`src/rtl/irqc_pkg.sv`:
```
package irqc_pkg;
  typedef enum logic [2:0] {
    REG_IRQ_ACT = 3'd0,
    REG_ENABLE  = 3'd1,
    REG_ROUTE   = 3'd2,
    REG_FIQ_ACT = 3'd3,
    REG_RAW     = 3'd4
  } irqc_reg_e;
endpackage

```
`src/rtl/irqc_pending.sv`:
```
module irqc_pending #(
  parameter int N_SRC = 32
) (
  input  logic             clk,
  input  logic             rst_n,
  input  logic [N_SRC-1:0] src_req,
  output logic [N_SRC-1:0] pend_q
);
  logic past_ok;

  always_ff @(posedge clk or negedge rst_n) begin
    if (!rst_n) begin
      pend_q  <= '0;
      past_ok <= 1'b0;
    end else begin
      pend_q  <= src_req;
      past_ok <= 1'b1;
    end
  end

  AST_PEND_TRACKS_REQ: assert property (@(posedge clk) disable iff (!rst_n)
    past_ok |-> pend_q == $past(src_req));

  AST_DROP_CLEARS: assert property (@(posedge clk) disable iff (!rst_n)
    (past_ok && $past(src_req) == '0) |-> pend_q == '0);
endmodule

```
`src/rtl/irqc_regs.sv`:
```
module irqc_regs #(
  parameter int N_SRC  = 32,
  parameter int ADDR_W = 3
) (
  input  logic              clk,
  input  logic              rst_n,
  input  logic              bus_wr,
  input  logic [ADDR_W-1:0] bus_addr,
  input  logic [N_SRC-1:0]  bus_wdata,
  output logic [N_SRC-1:0]  enable_q,
  output logic [N_SRC-1:0]  route_q
);
  import irqc_pkg::*;

  localparam logic [ADDR_W-1:0] A_ENABLE = ADDR_W'(REG_ENABLE);
  localparam logic [ADDR_W-1:0] A_ROUTE  = ADDR_W'(REG_ROUTE);

  logic wr_enable;
  logic wr_route;
  logic past_ok;

  assign wr_enable = bus_wr && (bus_addr == A_ENABLE);
  assign wr_route  = bus_wr && (bus_addr == A_ROUTE);

  // enable register deliberately carries no reset value
  always_ff @(posedge clk) begin
    if (wr_enable) enable_q <= bus_wdata;
  end

  always_ff @(posedge clk or negedge rst_n) begin
    if (!rst_n) begin
      route_q <= '0;
      past_ok <= 1'b0;
    end else begin
      past_ok <= 1'b1;
      if (wr_route) route_q <= bus_wdata;
    end
  end

  AST_ENABLE_WRITE: assert property (@(posedge clk) disable iff (!rst_n)
    wr_enable |=> enable_q == $past(bus_wdata));

  AST_ROUTE_WRITE: assert property (@(posedge clk) disable iff (!rst_n)
    wr_route |=> route_q == $past(bus_wdata));

  AST_OTHER_WRITE_IGNORED: assert property (@(posedge clk) disable iff (!rst_n)
    (past_ok && bus_wr && bus_addr != A_ENABLE && bus_addr != A_ROUTE)
      |=> ($stable(enable_q) && $stable(route_q)));
endmodule

```
`src/rtl/irqc_route.sv`:
```
module irqc_route #(
  parameter int N_SRC = 32
) (
  input  logic             clk,
  input  logic             rst_n,
  input  logic [N_SRC-1:0] pend,
  input  logic [N_SRC-1:0] enable,
  input  logic [N_SRC-1:0] route,
  input  logic             idle_i,
  output logic [N_SRC-1:0] act_irq,
  output logic [N_SRC-1:0] act_fiq,
  output logic             irq_o,
  output logic             fiq_o,
  output logic             wake_o
);
  function automatic logic [N_SRC-1:0] gate(input logic [N_SRC-1:0] p,
                                            input logic [N_SRC-1:0] en,
                                            input logic             bypass);
    return bypass ? p : (p & en);
  endfunction

  function automatic logic [N_SRC-1:0] pick(input logic [N_SRC-1:0] a,
                                            input logic [N_SRC-1:0] r,
                                            input logic             fast);
    return fast ? (a & r) : (a & ~r);
  endfunction

  logic [N_SRC-1:0] active;
  logic             past_ok;

  assign active  = gate(pend, enable, idle_i);
  assign act_irq = pick(active, route, 1'b0);
  assign act_fiq = pick(active, route, 1'b1);

  always_ff @(posedge clk or negedge rst_n) begin
    if (!rst_n) begin
      irq_o   <= 1'b0;
      fiq_o   <= 1'b0;
      wake_o  <= 1'b0;
      past_ok <= 1'b0;
    end else begin
      irq_o   <= |act_irq;
      fiq_o   <= |act_fiq;
      wake_o  <= idle_i && (|pend);
      past_ok <= 1'b1;
    end
  end

  AST_MASK_BLOCKS: assert property (@(posedge clk) disable iff (!rst_n)
    (past_ok && !$past(idle_i) && ($past(pend & enable) == '0)) |-> (!irq_o && !fiq_o));

  AST_IRQ_SOURCE: assert property (@(posedge clk) disable iff (!rst_n)
    (past_ok && !$past(idle_i) && ($past(pend & enable & ~route) != '0)) |-> irq_o);

  AST_FIQ_SOURCE: assert property (@(posedge clk) disable iff (!rst_n)
    (past_ok && !$past(idle_i) && ($past(pend & enable & route) != '0)) |-> fiq_o);

  AST_SPLIT_DISJOINT: assert property (@(posedge clk) disable iff (!rst_n)
    (act_irq & act_fiq) == '0);

  AST_IDLE_BYPASS: assert property (@(posedge clk) disable iff (!rst_n)
    (idle_i && (pend != '0)) |=> (irq_o || fiq_o));

  AST_WAKE_IDLE: assert property (@(posedge clk) disable iff (!rst_n)
    (idle_i && (pend != '0)) |=> wake_o);

  AST_WAKE_DROP: assert property (@(posedge clk) disable iff (!rst_n)
    !idle_i |=> !wake_o);
endmodule

```
`src/rtl/irq_mask_ctrl.sv`:
```
module irq_mask_ctrl #(
  parameter int N_SRC  = 32,
  parameter int ADDR_W = 3
) (
  input  logic              clk,
  input  logic              rst_n,
  input  logic [N_SRC-1:0]  src_req,
  input  logic              idle_i,
  input  logic              bus_wr,
  input  logic [ADDR_W-1:0] bus_addr,
  input  logic [N_SRC-1:0]  bus_wdata,
  output logic [N_SRC-1:0]  bus_rdata,
  output logic              irq_o,
  output logic              fiq_o,
  output logic              wake_o
);
  import irqc_pkg::*;

  logic [N_SRC-1:0] pend_q;
  logic [N_SRC-1:0] enable_q;
  logic [N_SRC-1:0] route_q;
  logic [N_SRC-1:0] act_irq;
  logic [N_SRC-1:0] act_fiq;

  irqc_pending #(.N_SRC(N_SRC)) u_pending (
    .clk    (clk),
    .rst_n  (rst_n),
    .src_req(src_req),
    .pend_q (pend_q)
  );

  irqc_regs #(.N_SRC(N_SRC), .ADDR_W(ADDR_W)) u_regs (
    .clk      (clk),
    .rst_n    (rst_n),
    .bus_wr   (bus_wr),
    .bus_addr (bus_addr),
    .bus_wdata(bus_wdata),
    .enable_q (enable_q),
    .route_q  (route_q)
  );

  irqc_route #(.N_SRC(N_SRC)) u_route (
    .clk    (clk),
    .rst_n  (rst_n),
    .pend   (pend_q),
    .enable (enable_q),
    .route  (route_q),
    .idle_i (idle_i),
    .act_irq(act_irq),
    .act_fiq(act_fiq),
    .irq_o  (irq_o),
    .fiq_o  (fiq_o),
    .wake_o (wake_o)
  );

  always_comb begin
    bus_rdata = '0;
    if (bus_addr == ADDR_W'(REG_IRQ_ACT))      bus_rdata = act_irq;
    else if (bus_addr == ADDR_W'(REG_ENABLE))  bus_rdata = enable_q;
    else if (bus_addr == ADDR_W'(REG_ROUTE))   bus_rdata = route_q;
    else if (bus_addr == ADDR_W'(REG_FIQ_ACT)) bus_rdata = act_fiq;
    else if (bus_addr == ADDR_W'(REG_RAW))     bus_rdata = pend_q;
  end

  AST_UNUSED_ZERO: assert property (@(posedge clk) disable iff (!rst_n)
    (bus_addr > ADDR_W'(REG_RAW)) |-> bus_rdata == '0);

  AST_RESET_QUIET: assert property (@(posedge clk)
    $rose(rst_n) |-> (!irq_o && !fiq_o && !wake_o));
endmodule

```
`config.mk`:
```
export PLATFORM = sky130hd
export DESIGN_NAME = irq_mask_ctrl
export DESIGN_NICKNAME = d
export VERILOG_FILES = /design/src/rtl/irqc_pkg.sv /design/src/rtl/irqc_pending.sv /design/src/rtl/irqc_regs.sv /design/src/rtl/irqc_route.sv /design/src/rtl/irq_mask_ctrl.sv
export SDC_FILE = /design/constraint.sdc
export NUM_CORES = 1
export LEC_CHECK = 0
export CORE_MARGIN = 3
export CORE_UTILIZATION = 57
export DETAILED_ROUTE_END_ITERATION = 12
export DONT_BUFFER_PORTS = 1
export PLACE_DENSITY = 0.86
export SYNTH_ARGS = -nofsm -noshare
export SYNTH_HDL_FRONTEND = slang
export SYNTH_SLANG_ARGS = --single-unit
```
`constraint.sdc`:
```
create_clock -name clk -period 1.59 [get_ports clk]
set_input_delay 0.2385 -clock clk [delete_from_list [all_inputs] [get_ports clk]]
set_output_delay 0.2385 -clock clk [all_outputs]
set_load 0.1 [all_outputs]
```
==> results of run 1 <==
==> logic make-up after synthesis <==
logic type	count (synthesis)	share of synthesized area
buf+inv	58	0.0495
mux	17	0.0381
compound gates	195	0.250
flops	99	0.532
simple gates	131	0.131
==> repair_timing <==
action | 4_1_cts
resized for setup | 113
hold endpoints to repair | 154
hold buffers | 65
setup buffers | 42
pin swaps | 54
endpoints found under the setup margin | 33
==> cell usage after synthesis, drive strengths merged, types with 3 or more instances <==
cell type / number
mux2: 15
o21ai: 63
a32oi: 13
o211ai: 10
o22ai: 26
dfrtp: 67
a2bb2oi: 6
a21oi: 34
inv: 24
nor4: 14
clkbuf: 22
nand2b: 14
a31oi: 11
nand4: 11
nand2: 52
edfxtp: 32
nor2: 22
or4: 3
a22oi: 14
nor3: 9
buf: 11
==> through the flow <==
step,cell area [µm²],util
2_1_floorplan,5500,-
3_3_place_gp,6360,0.763
3_5_place_dp,6360,0.763
4_1_cts,7940,0.952
==> flow_summary.yaml, run 1 <==
placed_design:
  io_buffers: 0
  dpl_worst_slack_ps: -182
  finalWeightedCongestion: 0.953
  dp_hpwl_um: 10800
  dpl.cell_count: 643
floorplan:
  dieHeight_um: 99.3
  boundaryPins: 106
  floorplan.initialDensity: 0.594
  placement_rows: 33
  die_w_um: 99.3
synth:
  synth_area_mm2: 0.00496
  synthDistinctLibCells: 48
  postSynthRegisterBits: 99
  synth_area_leader_cell: "sky130_fd_sc_hd__dfrtp_1"
  synth_top_area_frac: 0.338
  synth-seq-area-share: 0.532
  synth_edf_count: 32
  yosys_warnings: 0
  syn_avg_cell_area_um2: 9.91
  ys_async_sr_fraction: 0.677
  synth_flop_cell: "sky130_fd_sc_hd__dfrtp_1"
  synthTopCellsByArea: "sky130_fd_sc_hd__dfrtp_1, sky130_fd_sc_hd__edfxtp_1, sky130_fd_sc_hd__o21ai_0"
  synth_fp_nets: 571
  synth_cells: 500
grt:
  grt_max_degree: 78
clocking:
  ctsHtreeMaxLevel: 3
  ctsRootBufferMaster: "sky130_fd_sc_hd__clkbuf_8"
  cts_made_buffers: 9
  clockBufferDepth: 2
  clock-sinks: 99
run_status:
  flow.first_error: "[ERROR DPL-0038] Utilization greater than 100%, impossible to legalize"
  outcome.stop_stage: "global routing (5_1_grt)"
  status: "did not finish"
timing:
  grt-worst-endpoint: "bus_rdata[16]"
  kind_of_endpoint_with_the_least_setup_slack: "top-level output"
==> run 2: changes to the inputs <==
--- a/config.mk
+++ b/config.mk
@@ -6,10 +6,10 @@
 export NUM_CORES = 1
 export LEC_CHECK = 0
 export CORE_MARGIN = 3
-export CORE_UTILIZATION = 57
+export CORE_UTILIZATION = 40
 export DETAILED_ROUTE_END_ITERATION = 12
 export DONT_BUFFER_PORTS = 1
-export PLACE_DENSITY = 0.86
+export PLACE_DENSITY_LB_ADDON = 0.15
 export SYNTH_ARGS = -nofsm -noshare
 export SYNTH_HDL_FRONTEND = slang
 export SYNTH_SLANG_ARGS = --single-unit
==> constraint.sdc (replaced) <==
create_clock -name clk -period 2.1 [get_ports clk]
set_input_delay 0.315 -clock clk [delete_from_list [all_inputs] [get_ports clk]]
set_output_delay 0.315 -clock clk [all_outputs]
set_load 0.1 [all_outputs]
==> run 2 against run 1 <==
Compared with the run above:
- the run now ends clean
- synthesized area did not move
- synthesized cell count did not move
==> flow_summary.yaml, run 2 <==
run_status:
  status: "complete, no violations"
final_layout:
  post_route_cells_drive_above_1_share: 0.227
  antennaDiodeCount: 0
  finalInstanceArea_mm2: 0.00666
  finalNetCount: 629
  mostFrequentLayoutCell: "sky130_fd_sc_hd__dfrtp_1"
  storage_element_area_mm2: 0.00264
  multi_input_combinational_cell_area_mm2: 0.00249
  layout_common_cells: "sky130_fd_sc_hd__dfrtp_1, sky130_fd_sc_hd__nand2_1, sky130_fd_sc_hd__dlygate4sd3_1, sky130_fd_sc_hd__edfxtp_1, sky130_fd_sc_hd__o21ai_0"
  largest_registers: "u_pending.pend_q: 32 flops, u_regs.enable_q: 32 flops, u_regs.route_q: 32 flops"
  num-fill-cells: 1041
  synthToLayoutAreaGrowth_pct: 34.3
synth:
  synthDistinctLibCells: 48
  synth-seq-area-share: 0.532
  postSynthRegisterBits: 99
  synth_cells: 500
  synth_fp_nets: 571
  synth_area_mm2: 0.00496
  synth_edf_count: 32
  synth_area_leader_cell: "sky130_fd_sc_hd__dfrtp_1"
  yosys.cell_count.top_type: "sky130_fd_sc_hd__dfrtp_1"
  synth_common_cells: "sky130_fd_sc_hd__dfrtp_1, sky130_fd_sc_hd__nand2_1, sky130_fd_sc_hd__o21ai_0"
  yosys_warnings: 0
  synthTopCellsByArea: "sky130_fd_sc_hd__dfrtp_1, sky130_fd_sc_hd__edfxtp_1, sky130_fd_sc_hd__o21ai_0"
  synth_top_area_frac: 0.338
  ys_async_sr_fraction: 0.677
  synth_flop_cell: "sky130_fd_sc_hd__dfrtp_1"
  syn_avg_cell_area_um2: 9.91
timing:
  final_report_max_slew_violation_count: 0
  clock-skew-final_ps: 11.2
  max_freq_mhz: 485
  hold_viol: 0
  grt_setup_unrepaired: "yes"
  fin_setup_tns_ps: 0
  report.final.setup_viol: 0
  finalCritPeriodShare: 0.983
  period_needed_ps: 2060
  worst_slew_pin_slew_ps: 943
  max_slew_margin: 0.370
clocking:
  clk-insertion-delay-late_ps: 360
  clockBufferDepth: 2
  ctsRootBufferMaster: "sky130_fd_sc_hd__clkbuf_16"
  post_cts_buffers: 0
  clock-sinks: 99
  cts_made_buffers: 9
  clkSlewWorstSetupHoldPaths_ps: 80
  cts_tree: "built"
  ctsHtreeMaxLevel: 3
setup_path:
  r2r_start: "u_regs.enable_q[26]"
  critical_path.max_stage_delay_ps: 440
  crit_type: "register to primary output"
  startpoint_type: "register"
  critical_path.slowest_cell: "sky130_fd_sc_hd__dfrtp_1"
  critical_path.cell_chain: "inv_1 > nor4_2 > a211oi_1 > o31ai_4 > buf_12"
  worst-path-buf-inv: 2
  worst_path_dominant_cell_family: "flip-flops"
  sort_of_element_at_the_end_of_the_critical_path: "primary output"
  worst_ep_required_time_ps: 1780
  setup.worst_path.start: "u_pending.pend_q[27]"
  critical_path_arrival_ps: 1750
  crit_path_max_fanout: 4
routing:
  number_of_drc_markers_after_the_initial_detailed_route_iteration: 329
  routed_wl_um: 15900
  routedWlPerCell_um: 21.7
  vias: 4454
  drt_first_pass_iters: 5
  post_drt_via_cell_ratio: 6.09
  drc: 0
  final_antenna_net_count: 0
pwr:
  clkPwrFrac: 0.289
  cell_leakage_power_uw: 0.00246
  vdd_ir_drop_max_mv: 0.585
  power_report.internal_total_uw: 3580
  combPwrFrac: 0.282
  power.density_mw_per_mm2: 836
  sequentialPowerShare: 0.428
  p_sw_uw: 1980
  netSwitchingFraction: 0.356
grt:
  globalRouteMet1Util: 0.313
  globalRouteTotalUtil: 0.236
  grt_overflow_total: 0
  busiest_layer: "met2"
  grt_pass1_wl_um: 25300
  first_global_vias: 4569
  grt.met2_usage: 0.364
  grt_use_met3: 0.0757
  grt_max_degree: 78
  grt_antenna_before_repair: 0
placed_design:
  place_area_mm2: 0.00597
  io_buffers: 0
  finalWeightedCongestion: 0.866
  dp_hpwl_um: 10700
run:
  maxCapViolCount: 0
hold_path:
  source_of_the_worst_hold_timing_path: "bus_wdata[2]"
  hold_class: "primary input to register"
floorplan:
  floorplan.initialDensity: 0.411
  fp.coreArea_mm2: 0.0121
  dieHeight_um: 117
  fp.dieArea_mm2: 0.0138
  placement_rows: 40
  die_w_um: 117
  boundaryPins: 106
run 2: cell counts after synthesis:
Identical to the previous run, type by type.
run 2: kinds of logic (layout without fill, tap and decap cells):
logic type,Yosys count,after routing,synth area share
AO/OA/AOI/OAI,195,195,0.250
buffers and inverters,58,121,0.0495
flip-flops,99,99,0.532
AND/OR/NAND/NOR,131,131,0.131
multiplexers,17,17,0.0381
run 2: worst paths after layout:
path | endpoint | slack (ps) | cells past startpoint
hold / removal | u_regs.enable_q[2] | 50 | 0
hold reg to reg | u_regs.route_q[9] | 570 | 1
setup / recovery | bus_rdata[27] | 40 | 5
max in group asynchronous | u_regs.route_q[20] | 1280 | 2
setup reg to reg | u_route.fiq_o | 320 | 4
min in group asynchronous | u_pending.pend_q[13] | 500 | 2
run 2: worst register-to-register path: stages (launching register included):
cell and delay, ps:
sky130_fd_sc_hd__edfxtp_1 380, sky130_fd_sc_hd__o21ai_0 430, sky130_fd_sc_hd__o2111ai_1 260, sky130_fd_sc_hd__nor4_1 420
sky130_fd_sc_hd__nand4_1 140
run 2: cell type report:
type,instances,share of cell area
tap,168,0.0316
clock buffer,9,0.0338
timing repair buffer,80,0.142
sequential,99,0.396
multi-input combinational,343,0.374
clock inverter,7,0.00846
inverter,25,0.0141
run 2: stage by stage:
step / cells / util / power (µW) / hold slack (ps) / setup WS (ps)
finish: 731 / 0.552 / 5560 / 46.1 / 36.4
global route: 731 / 0.552 / 5790 / 30.8 / -38.2
CTS: 731 / 0.548 / 5590 / 36.7 / 8.20
detailed placement: 681 / 0.495 / 3890 / 22.8 / 242
global placement: 681 / 0.495 / 3870 / 22.7 / 268
floorplan: 500 / - / 3560 / 19.4 / -204
run 2: power groups by stage:
stage | Clock [µW] | Sequential, µW | Combinational [µW]
finish | 1610 | 2380 | 1570
CTS | 1650 | 2370 | 1570
global placement | 0 | 2400 | 1460
global route | 1710 | 2410 | 1670
floorplan | 0 | 2360 | 1200
detailed placement | 0 | 2410 | 1480
run 2: routing by layer:
layer | part of all wire | vias up | routed length, µm
li1 | - | 2028 | -
met1 | 0.42 | 2223 | 6730
met2 | 0.47 | 176 | 7410
met3 | 0.079 | 27 | 1260
met4 | 0.030 | 0 | 479
met5 | 0 | - | 0
run 2: repair_timing:
item / 4_1_cts / 5_1_grt
pin swaps: 0 / 1
setup endpoints to repair: 4 / 16
hold buffers: 34 / 0
resized for setup: 4 / 17
endpoints found under the hold margin: 99 / 0
No activity file was read; power rests on OpenSTA's default activity.
==> run 3: changes to the inputs <==
--- a/config.mk
+++ b/config.mk
@@ -12,4 +12,5 @@
 export PLACE_DENSITY_LB_ADDON = 0.15
 export SYNTH_ARGS = -nofsm -noshare
 export SYNTH_HDL_FRONTEND = slang
+export SYNTH_HIERARCHICAL = 1
 export SYNTH_SLANG_ARGS = --single-unit
==> run 3 against run 2 <==
Compared with the run above:
- the run now ends with setup timing left
- critical path depth up 1
- routed wire length up 1.3%
- non-clock buffer count is 7 higher
- first-iteration DRC count is 4.6% higher
- synthesized area grew 10%
- synthesized cell count fell by 2.2%
- critical path type unchanged
==> flow_summary.yaml, run 3 <==
floorplan:
  fp.coreArea_mm2: 0.0133
  fp.dieArea_mm2: 0.0151
  die_w_um: 123
  floorplan.initialDensity: 0.412
  dieHeight_um: 123
  boundaryPins: 106
  placement_rows: 42
clocking:
  ctsRootBufferMaster: "sky130_fd_sc_hd__clkbuf_16"
  clock-sinks: 99
  cts_tree: "built"
  cts_made_buffers: 9
  clkSlewWorstSetupHoldPaths_ps: 70
  clockBufferDepth: 2
  clk-insertion-delay-late_ps: 350
  ctsHtreeMaxLevel: 3
synth:
  synth_area_leader_cell: "sky130_fd_sc_hd__dfrtp_1"
  postSynthRegisterBits: 99
  synth_cells: 489
  synthDistinctLibCells: 29
  synth_fp_nets: 560
  synth-seq-area-share: 0.482
  synth_top_area_frac: 0.306
  yosys_warnings: 6
  synth_area_mm2: 0.00547
  syn_avg_cell_area_um2: 11.2
  ys_async_sr_fraction: 0.677
  synthTopCellsByArea: "sky130_fd_sc_hd__dfrtp_1, sky130_fd_sc_hd__edfxtp_1, sky130_fd_sc_hd__mux2i_1"
  synth_flop_cell: "sky130_fd_sc_hd__dfrtp_1"
  synth_common_cells: "sky130_fd_sc_hd__nor2_1, sky130_fd_sc_hd__dfrtp_1, sky130_fd_sc_hd__mux2i_1"
  synth_edf_count: 32
  yosys.cell_count.top_type: "sky130_fd_sc_hd__nor2_1"
setup_path:
  critical_path_arrival_ps: 1810
  worst_ep_required_time_ps: 1780
  startpoint_type: "register"
  timing.reg2reg.setup_slack_ps: 350
  crit_path_max_fanout: 3
  sort_of_element_at_the_end_of_the_critical_path: "primary output"
  crit_type: "register to primary output"
grt:
  globalRouteTotalUtil: 0.217
  first_global_vias: 4387
  grt_overflow_total: 0
  grt_pass1_wl_um: 24600
  grt_antenna_before_repair: 1
  grt_max_degree: 70
timing:
  grt_setup_unrepaired: "yes"
  report.final.setup_viol: 1
  clock-skew-final_ps: 8.38
  hold_viol: 0
  finalCritPeriodShare: 1.01
  max_freq_mhz: 470
  max_slew_margin: 0.446
  final_report_max_slew_violation_count: 0
  hold_slack_ps: 50.8
  period_needed_ps: 2130
  fin_setup_tns_ps: -29.5
  worst_slew_pin_slew_ps: 832
  postLayoutSetupSlackWorst_ps: -29.5
pwr:
  cell_leakage_power_uw: 0.00303
  power.density_mw_per_mm2: 801
  vdd_ir_drop_max_mv: 0.525
  finalPower_uw: 5780
routing:
  number_of_drc_markers_after_the_initial_detailed_route_iteration: 344
  vias: 4231
  final_antenna_net_count: 0
  routed_wl_um: 16100
  routedWlPerCell_um: 21.7
  post_drt_via_cell_ratio: 5.71
  drc: 0
  drt_first_pass_iters: 5
placed_design:
  dp_hpwl_um: 10500
  place_area_mm2: 0.00635
  io_buffers: 0
  dpl.cell_count: 679
  finalWeightedCongestion: 0.879
final_layout:
  post_route_cells_drive_above_1_share: 0.300
  num-fill-cells: 1103
  synthToLayoutAreaGrowth_pct: 32.0
  layout_common_cells: "sky130_fd_sc_hd__dfrtp_1, sky130_fd_sc_hd__nor2_1, sky130_fd_sc_hd__mux2i_1, sky130_fd_sc_hd__buf_12, sky130_fd_sc_hd__dlygate4sd3_1"
  mostFrequentLayoutCell: "sky130_fd_sc_hd__dfrtp_1"
  finalInstanceArea_mm2: 0.00722
  finalNetCount: 630
  storage_element_area_mm2: 0.00264
  multi_input_combinational_cell_area_mm2: 0.00278
  largest_registers: "u_pending/pend_q: 32 flops, u_regs/enable_q: 32 flops, u_regs/route_q: 32 flops"
  final_cells: 741
run_status:
  status: "finished with violations"
  failing_checks: "setup timing"
hold_path:
  hold_class: "primary input to register"
run:
  maxCapViolCount: 0
-- run 3: changes by cell type in the layout (fill, tap and decap cells not counted), moves of 17 or more --
cell                      change
sky130_fd_sc_hd__a211o_1     +17
sky130_fd_sc_hd__nand2_1     -36
sky130_fd_sc_hd__mux2_4      +30
sky130_fd_sc_hd__buf_12      +17
sky130_fd_sc_hd__o21ai_0     -30
sky130_fd_sc_hd__mux2i_1     +62
sky130_fd_sc_hd__nor2_1      +44
sky130_fd_sc_hd__a21oi_1     -26
-- run 3: layer usage --
layer / GRT usage / vias up / wire length (µm)
met2: 0.359 / 137 / 8040
li1: - / 1941 / -
met3: 0.0439 / 24 / 800
met1: 0.285 / 2129 / 6990
met4: 0.0754 / 0 / 255
met5: 0 / - / 0
-- run 3: final cells by class --
type                    instances  share of cell area
well taps                     176              0.0305
clock inverters                 4             0.00243
flip-flops and latches         99               0.365
inverters                      32              0.0166
clock buffers                  12              0.0327
diodes                          1            0.000347
repair buffers                 87               0.167
multi-input cells             330               0.385
-- run 3: path summary, 6_finish.rpt --
kind | startpoint | endpoint | depth (start not counted)
setup / recovery | u_regs/enable_q[4] | bus_rdata[4] | 6
hold / removal | bus_wdata[29] | u_regs/enable_q[29] | 0
setup reg to reg | u_regs/enable_q[14] | u_route/irq_o | 5
hold reg to reg | u_regs/route_q[0] | u_regs/route_q[0] | 1
max in group asynchronous | rst_n | u_pending/pend_q[27] | 2
min in group asynchronous | rst_n | u_regs/route_q[18] | 2
-- run 3: cell families after synthesis --
logic type             count (synthesis)  share of synthesized area
AO/OA/AOI/OAI                         97                      0.125
multiplexers                          96                      0.203
AND/OR/NAND/NOR                      137                      0.116
buffers and inverters                 60                     0.0736
flip-flops                            99                      0.482
-- run 3: metrics by stage --
| step | setup WS, ps | utilization |
|---|---|---|
| 2_1_floorplan | -146 | - |
| 3_3_place_gp | 186 | 0.478 |
| 3_5_place_dp | 150 | 0.478 |
| 4_1_cts | -9.58 | 0.530 |
| 5_1_grt | -106 | 0.543 |
| 6_report | -29.5 | 0.543 |
-- run 3: power breakdown --
part           total [µW]  internal [µW]  switching [µW]  leakage (µW)
logic                1880            817            1060       0.00183
registers            2400           2190             214       0.00108
clock network        1510            794             714      0.000125
-- run 3: timing repair --
action,CTS,global route
buffers inserted,5,6
hold buffers,34,0
setup endpoints to repair,14,29
pin swaps,5,3
resized for setup,14,41
endpoints found under the hold margin,99,0
-- run 3: worst max-delay path, cell delays in order, from the launching register on --
cell	delay (ps)
sky130_fd_sc_hd__edfxtp_1	430
sky130_fd_sc_hd__o21ai_2	170
sky130_fd_sc_hd__nor2_1	90
sky130_fd_sc_hd__mux2i_1	140
sky130_fd_sc_hd__o22ai_1	110
sky130_fd_sc_hd__a211o_1	330
sky130_fd_sc_hd__buf_12	190
